## src/rtl/refdiv_pkg.sv

```systemverilog
package refdiv_pkg;

    typedef enum logic [1:0] {
        PATH_NARROW  = 2'd0,
        PATH_LO_WIDE = 2'd1,
        PATH_HI      = 2'd2
    } path_e;

    typedef struct packed {
        logic restart;
        logic step;
    } ctr_ctl_t;

    function automatic path_e pick_path(input logic band_hi, input logic lo_wide);
        if (band_hi)      return PATH_HI;
        else if (lo_wide) return PATH_LO_WIDE;
        else              return PATH_NARROW;
    endfunction

    function automatic logic div_legal(input path_e p, input logic [31:0] d,
                                       input int narrow_w, input int wide_min,
                                       input int narrow_min);
        if (p == PATH_NARROW)
            return (d >= 32'(narrow_min)) && (d < (32'd1 << narrow_w));
        else
            return d >= 32'(wide_min);
    endfunction

endpackage

```

## src/rtl/refdiv_halver.sv

```systemverilog
module refdiv_halver (
    input  logic clk,
    input  logic clr,
    input  logic tick,
    output logic stroke
);
    logic phase;

    always_ff @(posedge clk) begin
        if (clr)       phase <= 1'b0;
        else if (tick) phase <= ~phase;
    end

    assign stroke = tick & phase;


    halver_spacing_chk: assert property (@(posedge clk) disable iff (clr)
        stroke |=> !stroke);

endmodule

```

## src/rtl/refdiv_count.sv

```systemverilog
module refdiv_count #(
    parameter int W = 16
) (
    input  logic                 clk,
    input  refdiv_pkg::ctr_ctl_t ctl,
    input  logic [W-1:0]         load_val,
    output logic                 fire
);
    logic [W-1:0] cnt;
    logic         at_end;

    assign at_end = (cnt == '0) || (cnt == W'(1));

    always_ff @(posedge clk) begin
        if (ctl.restart) begin
            cnt  <= load_val;
            fire <= 1'b0;
        end else if (ctl.step) begin
            if (at_end) begin
                cnt  <= load_val;
                fire <= 1'b1;
            end else begin
                cnt  <= cnt - 1'b1;
                fire <= 1'b0;
            end
        end else begin
            fire <= 1'b0;
        end
    end


    idle_hold_chk: assert property (@(posedge clk) disable iff (ctl.restart)
        !ctl.step |=> $stable(cnt));


    idle_quiet_chk: assert property (@(posedge clk) disable iff (ctl.restart)
        !ctl.step |=> !fire);

endmodule

```

## src/rtl/refdiv_top.sv

```systemverilog
module refdiv_top #(
    parameter int DIV_W      = 16,
    parameter int NARROW_W   = 12,
    parameter int WIDE_MIN   = 272,
    parameter int NARROW_MIN = 4
) (
    input  logic             clk,
    input  logic             rst,
    input  logic             hi_tick,
    input  logic             lo_tick,
    input  logic             band_hi,
    input  logic             lo_wide,
    input  logic [DIV_W-1:0] divisor,
    output logic             div_pulse,
    output logic             range_err
);
    import refdiv_pkg::*;

    localparam int NARROW_TOP = (1 << NARROW_W) - 1;

    path_e    path_w, path_q;
    logic     legal_w, hold_q, restart, path_chg;
    logic     pre_stroke, wide_fire, narrow_fire, sel_tick;
    ctr_ctl_t wide_ctl, narrow_ctl;

    assign path_w    = pick_path(band_hi, lo_wide);
    assign legal_w   = div_legal(path_w, 32'(divisor), NARROW_W, WIDE_MIN, NARROW_MIN);
    assign range_err = !legal_w;

    always_ff @(posedge clk) begin
        path_q <= path_w;
        hold_q <= range_err;
    end

    assign path_chg = (path_w != path_q);
    assign restart  = rst | path_chg | range_err | hold_q;
    assign sel_tick = (path_w == PATH_HI) ? hi_tick : lo_tick;

    refdiv_halver u_halver (
        .clk    (clk),
        .clr    (restart),
        .tick   (hi_tick & (path_w == PATH_HI)),
        .stroke (pre_stroke)
    );

    always_comb begin
        wide_ctl.restart   = restart;
        wide_ctl.step      = (path_w == PATH_HI) ? pre_stroke
                                                 : (lo_tick & (path_w == PATH_LO_WIDE));
        narrow_ctl.restart = restart;
        narrow_ctl.step    = lo_tick & (path_w == PATH_NARROW);
    end

    refdiv_count #(.W(DIV_W)) u_wide (
        .clk      (clk),
        .ctl      (wide_ctl),
        .load_val (divisor),
        .fire     (wide_fire)
    );

    refdiv_count #(.W(NARROW_W)) u_narrow (
        .clk      (clk),
        .ctl      (narrow_ctl),
        .load_val (divisor[NARROW_W-1:0]),
        .fire     (narrow_fire)
    );

    assign div_pulse = wide_fire | narrow_fire;


    narrow_range_chk: assert property (@(posedge clk) disable iff (rst)
        (path_w == PATH_NARROW && 32'(divisor) > 32'(NARROW_TOP)) |-> range_err);


    err_quiet_chk: assert property (@(posedge clk) disable iff (rst)
        range_err |=> !div_pulse);


    path_restart_chk: assert property (@(posedge clk) disable iff (rst)
        path_chg |=> !div_pulse);


    single_pulse_chk: assert property (@(posedge clk) disable iff (rst)
        div_pulse |=> !div_pulse);


    pulse_source_chk: assert property (@(posedge clk) disable iff (rst)
        div_pulse |-> $past(sel_tick));


    one_source_chk: assert property (@(posedge clk) disable iff (rst)
        !(wide_fire && narrow_fire));

endmodule

```

## config.mk

```make
export PLATFORM = sky130hd
export DESIGN_NAME = refdiv_top
export DESIGN_NICKNAME = d
export VERILOG_FILES = /design/src/rtl/refdiv_pkg.sv /design/src/rtl/refdiv_halver.sv /design/src/rtl/refdiv_count.sv /design/src/rtl/refdiv_top.sv
export SDC_FILE = /design/constraint.sdc
export NUM_CORES = 1
export LEC_CHECK = 0
export ABC_CLOCK_PERIOD_IN_PS = 2700
export BUFFER_PORTS_ARGS = -buffer_cell sky130_fd_sc_hd__buf_2
export CAP_MARGIN = 25
export CELL_PAD_IN_SITES_DETAIL_PLACEMENT = 0
export CELL_PAD_IN_SITES_GLOBAL_PLACEMENT = 2
export CORE_MARGIN = 4
export CORE_UTILIZATION = 39
export CTS_CLUSTER_DIAMETER = 200
export CTS_CLUSTER_SIZE = 20
export DETAILED_ROUTE_END_ITERATION = 8
export PLACE_DENSITY = 0.85
export SLEW_MARGIN = 20
export SYNTH_ARGS = -nofsm -noshare
export SYNTH_HDL_FRONTEND = slang
export SYNTH_SLANG_ARGS = --single-unit
```

## constraint.sdc

```tcl
create_clock -name clk -period 2.7 [get_ports clk]
set_input_delay 0.135 -clock clk [delete_from_list [all_inputs] [get_ports clk]]
set_output_delay 0.135 -clock clk [all_outputs]
set_load 0.1 [all_outputs]
```

==> impl_metrics.ini <==
[cts]
clock_sinks = 34
cts_resized = 0
clock_latency_ns = 0.28
clk_pin_slew_ns = 0.07
h-tree-depth = 2
holdBufCountCts = 0
cts_setup_buffers = 0
numCtsBuffers = 5
cts_root_buffer = clkbuf_8
cts_buffer_depth = 2
cts_tree = yes

[critical_path]
arrival_ns = 2.48
timing_worst_setup_path_type = reg2reg
cp_data_required_time_ns = 2.74
slowest_stage = or4b_4
crit_buf_inv = 1
cp_max_fo = 12
cp_cell_sequence = inv_1 > ha_1 > nor2_1 > nor2_1 > and4_1 > or4b_4 > mux2_4
start_kind = flip-flop
cp-end-kind = flip-flop
crit_top_cell = nor2_1
cp_slowest_stage_delay_ns = 0.67
critPathTopFamily = simple AND/OR/NAND/NOR gates

[global_route]
grt_start_max_net_pins = 17
met3_usage_pct = 3.66
grt_overflow = 0
use_met1_pct = 17.0
top_usage_layer = met2
grt_pass1_vias = 1450
antenna_found_initial = 0
use_met2_pct = 24.9
grt_pass1_wl_mm = 6.96
track_usage_pct = 14.1

[power]
power_density_nw_per_um2 = 529
worst_ir_drop_vdd_v = 0.000286
p_leak_nw = 0.978
p_total_w = 0.00127

[placed_design]
dp.cells = 265
io_buffers = 23
gp_congestion = 0.793
dpl-instance-area_um2 = 2290
hpwl_mm = 3.34

[outcome]
status = completed

[logic_synthesis]
yosys.area.top_type = edfxtp_1
yosys.area.top_type_share_pct = 40.3
synthArstFlopShare_pct = 0
synth_cell_type_count = 41
synth_most_common_cell = edfxtp_1
synth_seq_cells = 34
synth_nets = 197
synth_area_leaders = edfxtp_1 (40%), mux2_4 (12%), xnor2_1 (6.3%), dfxtp_1 (5.8%), mux2_2 (4.3%)
avgSynthCellArea_um2 = 12.2
ys.flop_type = edfxtp_1
synth_warnings = 0
synth_common_cells = edfxtp_1 (28), mux2_4 (16), xnor2_1 (15), nor2_1 (14), nand2_1 (12)
synth-edff-count = 28
syn-cell-area_um2 = 2090
ys_seq_area_share_pct = 46.1
syn_inst = 171

[timing]
period_needed_ns = 2.44
skew_ns = 0.00372
finalHoldViolCount = 0
max_slew_margin_pct = 59.2
setup_viol = 0
drv_slew = 0
period_share_pct = 90.3
rsz0062_at_grt = no
final.setup.tns_ns = 0
worst_pin_slew_ns = 0.606
clock.fmax_ghz = 0.410

[detailed_routing]
drcViolationCount = 0
first_pass_iters = 4
via_per_inst = 5.12
vias = 1404
wl_per_cell_um = 16.0
antenna_left = 0
wirelength_mm = 4.38
drt_iter0_drc = 71

[cells_and_area]
diodes = 0
nFillCells = 508
final_area_um2 = 2400
fin_cells = 274
syn_to_final_growth_pct = 15.2
drive_gt1_share_pct = 32.4
finish.net_count = 229

[floorplan]
dieArea_um2 = 6580
core_area_um2 = 5140
die_y_um = 81.1
die_w_um = 81.1
ios = 24
fp-row-count = 26
initial_utilization_pct = 40.6

[min_path]
hold_class = in2reg

[flow_run]
maxCapViolCount = 0
## path summary, 6_finish.rpt
kind,cells past startpoint,start,slack [ns],end
worst max-delay path,7,u_narrow.cnt[0],0.26,u_narrow.cnt[5]
worst min-delay path,1,band_hi,0.03,path_q[1]
worst max register to register,7,u_narrow.cnt[0],0.26,u_narrow.cnt[5]
worst min register to register,2,u_halver.phase,0.60,u_halver.phase
## flip-flops by register name (all words and copies together), names as in the netlist
| name | count |
|---|---|
| u_wide.cnt | 16 |
| u_narrow.cnt | 12 |
| path_q | 2 |
| hold_q | 1 |
| u_halver.phase | 1 |
| u_narrow.fire | 1 |
| u_wide.fire | 1 |
## placed cells by master, fill, tap and decap left out, types with 6 or more instances in the layout
cell and n:
clkbuf_8 7, mux2_2 8, nand2_1 12, buf_2 23
nor2_1 14, dfxtp_1 6, mux2_4 16, xor2_1 7
inv_1 7, xnor2_1 15, edfxtp_1 28
## metal layers
metal,vias up,part of all wire [%]
met3,5,4.6
met5,-,0
met2,38,50
li1,697,-
met4,0,0.85
met1,664,45
## final cells by class
| class | count | area [um^2] | share of cell area (%) |
|---|---|---|---|
| Clock buffer | 7 | 96.3 | 4.01 |
| Sequential cell | 34 | 961 | 40.0 |
| Clock inverter | 1 | 3.75 | 0.156 |
| Multi-Input combinational cell | 127 | 1070 | 44.6 |
| Tap cell | 70 | 87.6 | 3.64 |
| Timing Repair Buffer | 28 | 156 | 6.51 |
| Inverter | 7 | 26.3 | 1.09 |
## power breakdown
| group | switching, W | internal (W) |
|---|---|---|
| Sequential | 0.0000435 | 0.000622 |
| Combinational | 0.0000919 | 0.000101 |
| Clock | 0.000185 | 0.000229 |
## per-stage QoR
stage / worst slack [ns] / hold WS, ns / utilization [%]
3_3_place_gp: 0.0797 / 0.317 / 44.6
5_1_grt: 0.160 / 0.0334 / 46.8
4_1_cts: 0.130 / 0.0253 / 46.5
2_1_floorplan: 0.224 / 0.163 / -
3_5_place_dp: 0.0283 / 0.322 / 44.6
6_report: 0.261 / 0.0329 / 46.8
## kinds of logic (layout without fill, tap and decap cells)
family | Yosys count | after routing | synth area share [%]
AOI/OAI and AO/OA | 8 | 8 | 2.82
buffers and inverters | 10 | 43 | 2.52
and+or+nand+nor | 65 | 65 | 19.2
xor gates and xnor gates | 22 | 22 | 9.24
DFF | 34 | 34 | 46.1
adders and majority gates | 4 | 4 | 2.40
muxes | 28 | 28 | 17.8
No activity file was read; power rests on OpenSTA's default activity.
